===== src/rtl/twi_regport.sv =====
module twi_regport #(
  parameter logic [6:0] DEV_ADDR = 7'b1101000,
  parameter int NREG = 6,
  parameter int AW = 3
) (
  input  logic          clk,
  input  logic          rst_n,
  input  logic          scl_i,
  input  logic          sda_i,
  output logic          sda_oe,
  input  logic          wp_i,
  input  logic [AW-1:0] pp_addr,
  input  logic          pp_we,
  input  logic [7:0]    pp_wdata,
  output logic [7:0]    pp_rdata,
  output logic          chg_en,
  output logic          chg_diode,
  output logic [1:0]    chg_rsel
);
  localparam int PW = $clog2(NREG);
  localparam logic [2:0] ST_IDLE = 3'd0, ST_RX = 3'd1, ST_RXACK = 3'd2,
                         ST_TX = 3'd3, ST_TXACK = 3'd4;

  logic [1:0] scl_m, sda_m;
  logic scl_s, sda_s, scl_q, sda_q;
  logic start_det, stop_det, scl_rise, scl_fall;
  logic [2:0] st;
  logic [3:0] bitcnt;
  logic [7:0] shreg;
  logic in_addr, need_ptr, rw, mack;
  logic [PW-1:0] ptr;
  logic [7:0] regs [NREG];
  logic [7:0] tx_byte, trk;
  logic bus_we;

  function automatic logic [PW-1:0] nxt(input logic [PW-1:0] p);
    return (p == PW'(NREG-1)) ? '0 : p + 1'b1;
  endfunction

  assign scl_s = scl_m[1];
  assign sda_s = sda_m[1];

  always_ff @(posedge clk or negedge rst_n)
    if (!rst_n) begin
      scl_m <= 2'b11; sda_m <= 2'b11; scl_q <= 1'b1; sda_q <= 1'b1;
    end else begin
      scl_m <= {scl_m[0], scl_i};
      sda_m <= {sda_m[0], sda_i};
      scl_q <= scl_s;
      sda_q <= sda_s;
    end

  assign start_det = scl_s & scl_q & sda_q & ~sda_s;
  assign stop_det  = scl_s & scl_q & ~sda_q & sda_s;
  assign scl_rise  = scl_s & ~scl_q;
  assign scl_fall  = ~scl_s & scl_q;

  assign tx_byte = regs[ptr];
  assign bus_we  = (st == ST_RX) && scl_fall && (bitcnt == 4'd8) && !in_addr && !need_ptr;

  always_ff @(posedge clk or negedge rst_n)
    if (!rst_n) begin
      st <= ST_IDLE; bitcnt <= '0; shreg <= '0; in_addr <= 1'b0;
      need_ptr <= 1'b0; rw <= 1'b0; mack <= 1'b0; sda_oe <= 1'b0; ptr <= '0;
    end else if (start_det) begin
      st <= ST_RX; bitcnt <= '0; in_addr <= 1'b1; sda_oe <= 1'b0;
    end else if (stop_det) begin
      st <= ST_IDLE; in_addr <= 1'b0; sda_oe <= 1'b0;
    end else begin
      case (st)
        ST_RX: begin
          if (scl_rise && bitcnt < 4'd8) begin
            shreg  <= {shreg[6:0], sda_s};
            bitcnt <= bitcnt + 4'd1;
          end
          if (scl_fall && bitcnt == 4'd8) begin
            if (in_addr) begin
              if (shreg[7:1] == DEV_ADDR && !wp_i) begin
                sda_oe <= 1'b1; st <= ST_RXACK;
                rw <= shreg[0]; need_ptr <= ~shreg[0];
              end else begin
                st <= ST_IDLE; in_addr <= 1'b0;
              end
            end else begin
              if (need_ptr) begin
                ptr <= (shreg < 8'(NREG)) ? shreg[PW-1:0] : '0;
                need_ptr <= 1'b0;
              end else begin
                ptr <= nxt(ptr);
              end
              sda_oe <= 1'b1; st <= ST_RXACK;
            end
          end
        end
        ST_RXACK: if (scl_fall) begin
          in_addr <= 1'b0; bitcnt <= '0;
          if (rw) begin
            shreg <= tx_byte; sda_oe <= ~tx_byte[7]; ptr <= nxt(ptr); st <= ST_TX;
          end else begin
            sda_oe <= 1'b0; st <= ST_RX;
          end
        end
        ST_TX: if (scl_fall) begin
          if (bitcnt == 4'd7) begin
            sda_oe <= 1'b0; st <= ST_TXACK;
          end else begin
            shreg <= {shreg[6:0], 1'b0}; sda_oe <= ~shreg[6]; bitcnt <= bitcnt + 4'd1;
          end
        end
        ST_TXACK: begin
          if (scl_rise) mack <= ~sda_s;
          if (scl_fall) begin
            if (mack) begin
              bitcnt <= '0; shreg <= tx_byte; sda_oe <= ~tx_byte[7];
              ptr <= nxt(ptr); st <= ST_TX;
            end else begin
              st <= ST_IDLE;
            end
          end
        end
        default: ;
      endcase
    end

  always_ff @(posedge clk or negedge rst_n)
    if (!rst_n) begin
      for (int i = 0; i < NREG; i++) regs[i] <= '0;
    end else begin
      for (int i = 0; i < NREG; i++)
        if (pp_we && pp_addr == AW'(i)) regs[i] <= pp_wdata;
        else if (bus_we && ptr == PW'(i)) regs[i] <= shreg;
    end

  assign pp_rdata = (pp_addr < AW'(NREG)) ? regs[pp_addr[PW-1:0]] : 8'h00;

  assign trk       = regs[NREG-1];
  assign chg_en    = (trk[7:4] == 4'b1010) && (trk[3:2] == 2'b01 || trk[3:2] == 2'b10)
                     && (trk[1:0] != 2'b00);
  assign chg_diode = chg_en && (trk[3:2] == 2'b10);
  assign chg_rsel  = chg_en ? trk[1:0] : 2'b00;
endmodule


===== config.mk =====
export PLATFORM = sky130hd
export DESIGN_NAME = twi_regport
export DESIGN_NICKNAME = d
export VERILOG_FILES = /design/src/rtl/twi_regport.sv
export SDC_FILE = /design/constraint.sdc
export NUM_CORES = 1
export LEC_CHECK = 0
export ABC_AREA = 0
export ABC_CLOCK_PERIOD_IN_PS = 4500
export BUFFER_PORTS_ARGS = -buffer_cell sky130_fd_sc_hd__buf_2
export CAP_MARGIN = 15
export CORE_MARGIN = 1
export CORE_UTILIZATION = 45
export CTS_CLUSTER_DIAMETER = 80
export DETAILED_ROUTE_END_ITERATION = 8
export GPL_ROUTABILITY_DRIVEN = 0
export SYNTH_ARGS = -nofsm -noshare
export SYNTH_HDL_FRONTEND = slang
export SYNTH_SLANG_ARGS = --single-unit

===== constraint.sdc =====
create_clock -name clk -period 4.5 [get_ports clk]
set_input_delay 0.45 -clock clk [delete_from_list [all_inputs] [get_ports clk]]
set_output_delay 0.45 -clock clk [all_outputs]
set_load 0.005 [all_outputs]

==> run summary, run 1 <==
In this run the worst path has a maximum fanout of 12. The logs give 0 for the number of warnings issued by yosys and 8620 um for the final HPWL from detailed placement. The floorplan step set the die width to 105 um. The logs give 0 for the final setup violation count and 0 for the number of design rule violations left after detail routing.

After layout, the minimum clock period comes to 2760 ps. Buffer cell driving the clock tree root: sky130_fd_sc_hd__clkbuf_8. For the diode insertion count for antenna repair, the log shows 0. After detailed routing, the average wire length per cell comes to 19.7 um. OpenSTA, run right after detailed placement, puts the worst setup slack at 1770 ps. In the synthesized netlist, the cells that appear most often are sky130_fd_sc_hd__dfrtp_1, sky130_fd_sc_hd__mux2i_1, sky130_fd_sc_hd__nand2_1. The maximum vdd drop is 0.000222 V. The critical path is of the reg2reg type. Once the clock tree was built, the setup fixing pass inserted 0 buffers. The cell area after technology mapping was 4740 um2. After synthesis, the share of flip-flops with an asynchronous set or reset is 100%.

In this run the count of I/O pins placed on the die edge is 30. The run gives 40.8% as the sequential fraction of the synthesis area. At the worst endpoint, the required time is 4710 ps. The routed length on met1 came out at 6030 um. For this run, the share of the core covered by cells in the final layout is 50.9%.

The static leakage power came out at 2.18 nW. The floorplan step defined a core boundary enclosing 10300 um2. The total overflow left after global routing is 0. For this run, the leading register cell type out of synthesis is sky130_fd_sc_hd__dfrtp_1.

The met2 wirelength from detailed routing came out at 5530 um. The number of distinct library cells after synthesis is 56, and the number of DRC markers after the initial detailed-route iteration is 269. The highest clock rate was 362 MHz; the top cell type's share of synthesized area was 37.5%. The number of enable-type register cells in the synthesized netlist was 0.

The number of cells on the worst hold path is 1, and the flop and latch count out of synthesis is 77. The number of global-route vias before repair came out at 3595. Largest buffer count on any clock path: 2. The die covers 11000 um2. The H-tree generated during clock tree synthesis spans 3 levels.

For this configuration, the core starts out at a cell density of 46.1%. TritonCTS created 9 clock buffers. In this run the power spent charging and discharging nets is 0.00115 W. The run gives 0 as the count of hold buffers inserted by post-cts repair. Port buffering added 29 buffers.

In this run, flip-flops and latches consume 41.1% of the power. The slew of the pin with the lowest slew margin is 1020 ps, and the number of nets in the finished design is 509. The maximum number of pins on one net before global-route repair is 78. In this run switching power makes up 38.0% of total power. Average instance area after synthesis: 9.98 um2. The synthesis-to-finish area growth was 10.3%; the TritonCTS sink count was 77. Wires add up to 12400 um.

Once detail routing completed, the nets flagged for antenna violations numbered 0. The number of instances in the synthesized netlist was 475; the power density over the cells was 577 nW/um2. The data arrival time of the critical path was 2970 ps.

The floorplan has 37 rows. Measured in cells, the most critical reg-to-reg path has a length of 5. For the post-synth net total, the log shows 496. sky130_fd_sc_hd__dfrtp_1 is the most common cell in the netlist.

Yosys attributes the largest share of cell area to sky130_fd_sc_hd__dfrtp_1, sky130_fd_sc_hd__mux2i_1, sky130_fd_sc_hd__mux4_2, sky130_fd_sc_hd__mux2_2, sky130_fd_sc_hd__o21ai_0. The worst path uses 61.4% of the clock period. Per report_power, the combinational group accounts for 35.9% of the total. In the final layout, flip-flops and latches occupy 1930 um2. Initial antenna violation count: 0. After filler insertion, the fill cell instance count of the layout stands at 951. The tools report the number of pins with negative max-slew slack in the final report as 0. Top routing layer in use: met4. The critical path startpoint category is a flip-flop. Clock transition time at the flip-flop clock pins of the worst setup and hold paths: 80 ps. Adding up every negative setup slack in the final design gives 0 ps.

Internal power: 0.00187 W. The relative contribution of the clock network to total power came out at 23.0%. Setup repair after global routing left no endpoint under its margin. Across the routed clock network, the largest skew measured is 14.0 ps.

The die is 105 um tall. Quantity of gates resized following cts: 0. Mean number of vias per cell: 5.93. The wire length of the first global-routing pass was 20200 um. The run finished with clean final reports. The tightest min-delay check is of the in2reg type. Before antenna repair, the detailed router went through 5 iterations. The later pin in the worst-skew pair is clocked with a latency of 370 ps.

The number of hold violations in the final report was 0; the multi-input combinational cell area was 2610 um2. Headroom to the max-slew limit came out at 31.8%. TritonCTS built the clock tree.

The tool flagged a number of max-cap violations equal to 0. The worst setup path is captured at a flip-flop. Detailed routing placed a total of 657 um of wire on met3. In the final layout, the share of cells above drive strength 1 is 19.7%.

sky130_fd_sc_hd__dfrtp_1 takes more of the synthesized area than any other cell. For the via count, the log shows 3733. Once routing completed, OpenROAD measured the worst setup slack at 1740 ps.

For this run, the total global-route usage over all layers was measured as 24.1%.
final timing paths:
path,slack (ps),start,endpoint
setup / recovery,1740,st[0],regs[41]
hold / removal,190,sda_i,sda_m[0]
setup reg to reg,1740,st[0],regs[41]
hold reg to reg,360,sda_m[0],sda_m[1]
max in group asynchronous,3580,rst_n,regs[38]
min in group asynchronous,250,rst_n,trk[3]
through the flow:
step           hold WS, ps  total power (W)  instance area [um2]  std cells
2_1_floorplan          154          0.00199                 4740        475
5_1_grt                181          0.00321                 5230        629
6_report               190          0.00302                 5230        629
3_5_place_dp           351          0.00232                 4960        612
4_1_cts                175          0.00302                 5220        628
3_3_place_gp           347          0.00229                 4950        611
area by class of cell:
type                       instances  share of cell area [%]
inverter                          16                    1.15
sequential                        77                    37.0
clock buffer                       9                    2.37
multi-input combinational        349                    49.9
timing repair buffer              35                    3.68
tap                              136                    3.25
clock inverter                     7                    2.63
logic make-up after synthesis:
group	Yosys count	synth area share [%]
adder cells (fa/ha/maj)	4	1.06
buffers and inverters	49	4.12
flip-flops	77	40.8
AND/OR/NAND/NOR	136	15.1
AO/OA/AOI/OAI	113	13.9
multiplexers	95	24.8
XOR/XNOR	1	0.185
cells in the final DEF, fill, tap and decap left out, types with 7 or more instances in the layout:
master and n:
sky130_fd_sc_hd__mux4_2 16, sky130_fd_sc_hd__nor2_1 37, sky130_fd_sc_hd__inv_1 16, sky130_fd_sc_hd__nand2_1 42, sky130_fd_sc_hd__nor2b_1 7, sky130_fd_sc_hd__a21oi_1 35
sky130_fd_sc_hd__mux2i_1 58, sky130_fd_sc_hd__buf_4 7, sky130_fd_sc_hd__dfrtp_1 71, sky130_fd_sc_hd__o22ai_1 8, sky130_fd_sc_hd__buf_2 28, sky130_fd_sc_hd__o21ai_0 38
sky130_fd_sc_hd__mux2_2 21, sky130_fd_sc_hd__clkbuf_8 9
registers in the layout, indices dropped and copies added, names as in the netlist:
| name | cells |
|---|---|
| scl_m | 2 |
| st | 3 |
| sda_q | 1 |
| trk | 8 |
| rw | 1 |
| regs | 40 |
| need_ptr | 1 |
| scl_q | 1 |
| shreg | 8 |
| in_addr | 1 |
| ptr | 3 |
| mack | 1 |
| bitcnt | 4 |
| sda_m | 2 |
| sda_oe | 1 |
power groups by stage:
stage | Sequential (W) | Clock (W) | Combinational [W]
after floorplan | 0.00101 | 0 | 0.000977
after global placement | 0.00124 | 0 | 0.00105
after detailed placement | 0.00125 | 0 | 0.00107
after CTS | 0.00123 | 0.000708 | 0.00108
after global routing | 0.00128 | 0.000729 | 0.00120
final | 0.00124 | 0.000695 | 0.00108
routing by layer:
metal / GRT usage (%) / vias up
met2: 35.7 / 106
met3: 3.18 / 17
met1: 36.2 / 1845
li1: - / 1765
met5: 0 / -
met4: 8.65 / 0
critical path: stages (launching register included):
cell,delay (ps)
sky130_fd_sc_hd__dfrtp_1,530
sky130_fd_sc_hd__nor3b_1,670
sky130_fd_sc_hd__nand4_1,380
sky130_fd_sc_hd__nor4_4,650
sky130_fd_sc_hd__mux2i_1,280
sky130_fd_sc_hd__o21ai_0,100
(Power assumes the default switching activity.)
==> run 2: changes to the inputs <==
--- a/config.mk
+++ b/config.mk
@@ -6,7 +6,7 @@
 export NUM_CORES = 1
 export LEC_CHECK = 0
 export ABC_AREA = 0
-export ABC_CLOCK_PERIOD_IN_PS = 4500
+export ABC_CLOCK_PERIOD_IN_PS = 2300
 export BUFFER_PORTS_ARGS = -buffer_cell sky130_fd_sc_hd__buf_2
 export CAP_MARGIN = 15
 export CORE_MARGIN = 1
==> constraint.sdc (replaced) <==
create_clock -name clk -period 2.3 [get_ports clk]
set_input_delay 0.23 -clock clk [delete_from_list [all_inputs] [get_ports clk]]
set_output_delay 0.23 -clock clk [all_outputs]
set_load 0.005 [all_outputs]
==> run summary, run 2 (synthesized netlist as in run 1, its figures left out) <==
The run gives 2.35 nW (+7.5%) as the static leakage power. The largest buffer count on any clock path is 2 (unchanged), and the number of iterations in the first detailed-routing pass is 4 (-1). The final setup violation count is 0 (unchanged), and the remaining number of nets flagged by the antenna check after routing is 0 (unchanged).

The run gives 20700 um (+2.1%) as the wire length of the first global-routing pass. The setup slack after placement is -19.3 ps (-1790 ps), and the area of the die is 11000 um2 (unchanged). From synthesis to final layout, the design area changed by 15.9%. The critical path required time was 2580 ps (-2130 ps); the slew of the pin with the lowest slew margin was 661 ps (-363 ps). The number of buffer and inverter instances along the worst setup path was 0 (unchanged); the data arrival time of the critical path was 2510 ps (-460 ps).

The worst-case reg-to-reg path depth works out to 5 (unchanged). The reg2reg setup slack was 70 ps (-1670 ps); the number of hold violations in the final report was 0 (unchanged). The kind of cell with the highest combined delay on the critical path was simple AND/OR/NAND/NOR gates.

The number of global-route vias before repair is 3769 (+4.8%), and the post-route cell area is 5500 um2 (+5.1%). Setup repair after global routing left no endpoint under its margin. The top register by number of flip-flops was regs.

The number of pins with negative max-slew slack in the final report came out at 0 (unchanged). The tools report the number of design rule violations left after detail routing as 0 (unchanged). Clock latency of the later-clocked register in the worst-skew pair: 360 ps (about the same). In the layout the commonest cells are sky130_fd_sc_hd__dfrtp_1, sky130_fd_sc_hd__mux2i_1, sky130_fd_sc_hd__nand2_1. The worst setup path is launched from a flip-flop. The die span in x came out at 105 um (unchanged). The chip height works out to 105 um (unchanged). The power density over the cells was 1060 nW/um2 (+84%). The final cell utilization of the core was 53.5% (+2.6 points).

TritonCTS built the clock tree. The final routed wire length divided by cell count came out at 19.2 um (-2.9%). The logs give 3840 (+2.9%) for the via count and 228 (-15%) for the number of DRC markers after the initial detailed-route iteration. The run gives 0 (unchanged) as the initial antenna violation count. Buffer cell driving the clock tree root: sky130_fd_sc_hd__clkbuf_8. Number of filler cells placed in the layout: 950 (-0.11%). Worst setup margin: 67.7 ps (-1670 ps).

The run finished with clean final reports. The cell count along the critical path came out at 5 (unchanged). For the combined global-route utilization of all metal layers, the log shows 24.5% (+0.35 points). The largest individual stage delay along the critical path comes from the cell sky130_fd_sc_hd__or4b_4. The count of maximum capacitance violations was 0 (unchanged); the maximum single-stage delay on the critical path was 570 ps (-100 ps). For the detailed route wirelength on metal3, the log shows 697 um (+6.1%). The run gives 448 MHz (+24%) as the highest clock rate.

Diode insertion count for antenna repair: 0 (unchanged). The worst setup path is captured at a flip-flop. The signal on the critical path passes through or3b_1 > o2bb2ai_1 > or4b_4 > or4_4 > a21oi_1. Initial standard-cell utilization of the core: 46.1% (unchanged). The number of port buffers works out to 29 (unchanged).

The placed standard-cell area was 5240 um2 (+5.6%); the clock transition time at the flip-flop clock pins of the worst setup and hold paths was 90 ps (about the same). For the total congestion overflow after global routing, the log shows 0 (unchanged). The highest fanout seen on the critical path is 6 (-6), and the share of post-route cells with drive strength above 1 is 25.8% (+6.2 points).

Detailed-route wire length: 12800 um (+2.8%). The critical path in this run is classified as reg2reg. The flip-flop count of the largest register, all copies and words added was 40 (unchanged). The clock period minus final worst setup slack is 2230 ps (-531 ps), and the worst max-slew margin expressed relative to the limit is 55.7% (+24 points). The maximum level of the CTS H-tree came out at 3 (unchanged). The I/O pin count came out at 30 (unchanged). The TritonCTS sink count is 77 (unchanged). The met2 wirelength from detailed routing was 5990 um (+8.3%); the maximum vdd drop was 0.000486 V (+120%). The number of cells on the worst hold path was 3 (+2); the maximum number of pins on one net before global-route repair was 43 (-45%). The period utilization came out at 97.1% (+36 points). The worst hold path belongs to the class in2reg. The worst-case clock skew was 11.8 ps (-2.20 ps). For the placeable core region, the log shows 10300 um2 (unchanged).

Leaving out fill and tap cells, the most frequent cell in the layout is sky130_fd_sc_hd__dfrtp_1. For the routed length on met1, the log shows 5960 um (-1.3%). The mean number of vias per cell works out to 5.77 (-2.8%). The total number of placement rows is 37 (unchanged), and the number of nets in the finished design is 546 (+7.3%). The tools report the number of buffers added by the clock tree synthesis step as 9 (unchanged).

The final hold slack came out at 177 ps (-12.8 ps). The top routing layer in use was met4. Final HPWL from detailed placement: 9190 um (+6.6%).
run 2: changes by cell type in the layout (fill, tap and decap cells not counted), moves of 2 or more:
cell,delta
sky130_fd_sc_hd__bufinv_16,-4
sky130_fd_sc_hd__clkbuf_8,+2
sky130_fd_sc_hd__buf_4,+32
sky130_fd_sc_hd__dlygate4sd3_1,+3
sky130_fd_sc_hd__clkinv_4,+2
sky130_fd_sc_hd__buf_12,+2
run 2: final timing paths:
| kind | start | to |
|---|---|---|
| setup / recovery | scl_m[1] | bitcnt[3] |
| hold / removal | pp_wdata[2] | regs[10] |
| setup reg to reg | scl_m[1] | bitcnt[3] |
| hold reg to reg | sda_m[0] | sda_m[1] |
| max in group asynchronous | rst_n | regs[46] |
| min in group asynchronous | rst_n | shreg[4] |
run 2: worst reg2reg max path: cells and delay by family, from the launching register on:
kind | cells | cell delay, ps
and+or+nand+nor | 3 | 1340
DFF | 1 | 530
AOI/OAI and AO/OA | 2 | 300
run 2: routing by layer:
| layer | vias up | GRT usage, % |
|---|---|---|
| li1 | 1846 | - |
| met2 | 113 | 40.1 |
| met3 | 14 | 4.49 |
| met5 | - | 0 |
| met4 | 0 | 5.03 |
| met1 | 1867 | 34.1 |
run 2: through the flow:
step	cells	TNS [ps]	power, W
finish	666	0	0.00583
global route	666	0	0.00622
CTS	665	0	0.00581
detailed placement	646	-64.9	0.00479
global placement	646	0	0.00472
floorplan	475	0	0.00391
run 2: cell type report:
class                           instances  area (um2)  share of cell area (%)
Sequential cell                        77        1930                    35.2
Clock inverter                          5        35.0                   0.637
Clock buffer                           11         151                    2.75
Timing Repair Buffer                   72         503                    9.15
Inverter                               16        60.1                    1.09
Tap cell                              136         170                    3.10
Multi-Input combinational cell        349        2640                    48.1
run 2: where the power goes:
part / internal (W) / total [W] / switching (W) / leakage (nW)
combinational: 0.00132 / 0.00258 / 0.00126 / 1.33
clock: 0.000452 / 0.000998 / 0.000546 / 0.0953
sequential: 0.00175 / 0.00225 / 0.000505 / 0.920
total: 0.00352 / 0.00583 / 0.00231 / 2.35
run 2: repair_timing:
| item | 4_1_cts | 5_1_grt |
|---|---|---|
| endpoints found under the hold margin | 31 | 0 |
| gates resized for setup | 3 | 4 |
| hold buffers | 3 | 0 |
| endpoints found under the setup margin | 13 | 33 |
| cloned | 0 | 0 |
| setup buffers | 0 | 1 |
| pin swaps | 0 | 2 |
==> run 3: changes to the inputs <==
--- a/config.mk
+++ b/config.mk
@@ -9,7 +9,7 @@
 export ABC_CLOCK_PERIOD_IN_PS = 2300
 export BUFFER_PORTS_ARGS = -buffer_cell sky130_fd_sc_hd__buf_2
 export CAP_MARGIN = 15
-export CORE_MARGIN = 1
+export CORE_MARGIN = 2
 export CORE_UTILIZATION = 45
 export CTS_CLUSTER_DIAMETER = 80
 export DETAILED_ROUTE_END_ITERATION = 8
==> run summary, run 3 (synthesized netlist as in run 1, its figures left out) <==
The period utilization is 97.6% (+0.54 points). The number of port buffers is 29 (unchanged). The final routed wire length divided by cell count came out at 19.5 um (+1.9%). Number of iterations in the first detailed-routing pass: 5 (+1).

The library cell used most frequently in the layout, excluding fill and tap cells, is sky130_fd_sc_hd__dfrtp_1. Number of buffers added by the clock tree synthesis step: 9 (unchanged). The tools report the worst max-slew margin expressed relative to the limit as 51.9% (-3.8 points). The via count is 3895 (+1.4%), and the share of post-route cells with drive strength above 1 is 25.3% (-0.52 points). The clock period minus final worst setup slack works out to 2240 ps (+12.4 ps). The data arrival time of the critical path is 2460 ps (-50 ps), and the highest fanout seen on the critical path is 6 (unchanged). The combined global-route utilization of all metal layers came out at 24.2% (-0.32 points).

The run gives 2.34 nW (-0.21%) as the static leakage power. The tools report the area of the die as 11400 um2 (+3.9%). The count of maximum capacitance violations came out at 0 (unchanged). The detailed-route wire length is 12900 um (+1.1%), and the remaining number of nets flagged by the antenna check after routing is 0 (unchanged).

The worst setup path is of the reg2reg kind. Ranked by flip-flop count, first place goes to regs. For the wire length of the first global-routing pass, the log shows 21000 um (+1.6%).

The run gives 264 (+16%) as the number of DRC markers after the initial detailed-route iteration. The power density over the cells is 1080 nW/um2 (+2.1%). The class of the tightest hold or removal check is in2reg. The tools report the buffer cell driving the clock tree root as sky130_fd_sc_hd__clkbuf_8. The flow ran to the end, and the final reports show no timing, DRC or antenna violations.

The critical path endpoint category was a flip-flop. The run gives 30 (unchanged) as the I/O pin count. Among all stages on the critical path, the largest delay is contributed by sky130_fd_sc_hd__or4b_4. The number of hold violations in the final report was 0 (unchanged); the diode insertion count for antenna repair was 0 (unchanged). The clock latency of the later-clocked register in the worst-skew pair is 350 ps (about the same). The placeable core region was 10300 um2 (unchanged); the synthesis-to-finish area growth was 16.4%. Final setup violation count: 0 (unchanged). The tools report the count of placed standard cells in the final layout, fillers left out as 661 (-0.75%). The tools report the final hold slack as 195 ps (+17.9 ps).

The maximum single-stage delay on the critical path was 560 ps (about the same). The slew of the pin with the lowest slew margin is 719 ps (+58.0 ps), and the highest clock rate is 445 MHz (-0.55%). For the TritonCTS sink count, the log shows 77 (unchanged).

The die span in x was 107 um (+1.9%). The critical path startpoint category was a flip-flop. The logs give 55.3 ps (-12.4 ps) for the worst setup margin and 541 (-0.92%) for the number of nets in the finished design. The mean number of vias per cell is 5.89 (+2.2%), and the initial standard-cell utilization of the core is 46.1% (unchanged).

TritonCTS built the clock tree. The number of buffer and inverter instances along the worst setup path is 1 (+1), and the cell total after placement is 641 (-0.77%). The chip height was 107 um (+1.9%). The total number of placement rows was 37 (unchanged).

The logs give 3 (unchanged) for the maximum level of the CTS H-tree and 5220 um2 (-0.48%) for the placed standard-cell area. Kind of cell with the highest combined delay on the critical path: simple AND/OR/NAND/NOR gates. The clock transition time at the flip-flop clock pins of the worst setup and hold paths is 80 ps (about the same). The flip-flop count of the largest register, all copies and words added was 40 (unchanged).

For the number of design rule violations left after detail routing, the log shows 0 (unchanged). The number of pins with negative max-slew slack in the final report was 0 (unchanged). The number of global-route vias before repair is 3834 (+1.7%). The critical path goes through or3b_4 > o2bb2ai_2 > or4b_4 > buf_4 > o21ai_0 > a21oi_2. Post-route cell area: 5520 um2 (+0.43%). In the layout the commonest cells are sky130_fd_sc_hd__dfrtp_1, sky130_fd_sc_hd__mux2i_1, sky130_fd_sc_hd__nand2_1.

The logs give -46.1 ps (-26.8 ps) for the setup slack after placement and 9180 um (-0.16%) for the final HPWL from detailed placement. The initial antenna violation count is 0 (unchanged), and the total congestion overflow after global routing is 0 (unchanged). The worst-case clock skew is 9.16 ps (-2.66 ps), and the critical path required time is 2510 ps (-70 ps). The maximum number of pins on one net before global-route repair came out at 35 (-19%).

The tools report the maximum vdd drop as 0.000420 V (-14%). The run gives 2 (unchanged) as the largest buffer count on any clock path.
-- run 3: cell count changes in the layout (fill, tap and decap cells not counted), moves of 2 or more --
cell	before	now
sky130_fd_sc_hd__a21oi_1	35	33
sky130_fd_sc_hd__buf_4	39	33
sky130_fd_sc_hd__clkinv_4	2	0
sky130_fd_sc_hd__bufinv_16	0	2
sky130_fd_sc_hd__a21oi_2	1	3
-- run 3: worst paths after layout --
check | start | cells after the start | slack (ps) | endpoint
worst max-delay path | scl_m[1] | 6 | 60 | bitcnt[3]
max in group asynchronous | rst_n | 3 | 1180 | scl_m[0]
worst min-delay path | pp_wdata[3] | 3 | 190 | regs[11]
worst min register to register | scl_m[0] | 0 | 360 | scl_m[1]
min in group asynchronous | rst_n | 2 | 380 | trk[5]
worst max register to register | scl_m[1] | 6 | 60 | bitcnt[3]
-- run 3: worst register-to-register path: cells and delay by family (launching register included) --
kind	cells	cell delay, ps
buffers and inverters	1	170
DFF	1	540
AOI/OAI and AO/OA	3	470
and+or+nand+nor	2	940
-- run 3: final cells by class --
cell class	count	area, um2
fillers	948	4760
multi-input cells	349	2650
flip-flops and latches	77	1930
repair buffers	67	478
well taps	136	170
clock buffers	12	155
clock inverters	4	70.1
inverters	16	60.1
-- run 3: through the flow --
stage                     total power [W]  setup TNS [ps]  utilization [%]
after global placement            0.00470           -15.7             50.8
final                             0.00598               0             53.7
after floorplan                   0.00391               0                -
after CTS                         0.00594               0             53.3
after detailed placement          0.00475           -81.7             50.8
after global routing              0.00637           -25.7             53.7
-- run 3: what timing repair did --
action | in CTS | in global routing
endpoints found under the hold margin | 34 | 0
pin swaps | 0 | 3
buffers inserted | 0 | 1
resized for setup | 2 | 7
endpoints found under the setup margin | 17 | 36
hold buffers | 3 | 0
-- run 3: per-layer routing --
layer	routed length (um)	track usage [%]	vias up	share of wire, %
met4	132	6.31	0	1.0
met5	0	0	-	0
met1	5860	33.8	1938	45
met3	699	4.86	10	5.4
li1	-	-	1825	-
met2	6210	38.6	122	48
-- run 3: power by group --
group / total (W) / leakage (nW) / internal (W) / switching, W
clock: 0.00117 / 0.116 / 0.000668 / 0.000497
combinational: 0.00253 / 1.30 / 0.00129 / 0.00124
sequential: 0.00229 / 0.920 / 0.00175 / 0.000540
total: 0.00598 / 2.34 / 0.00371 / 0.00227
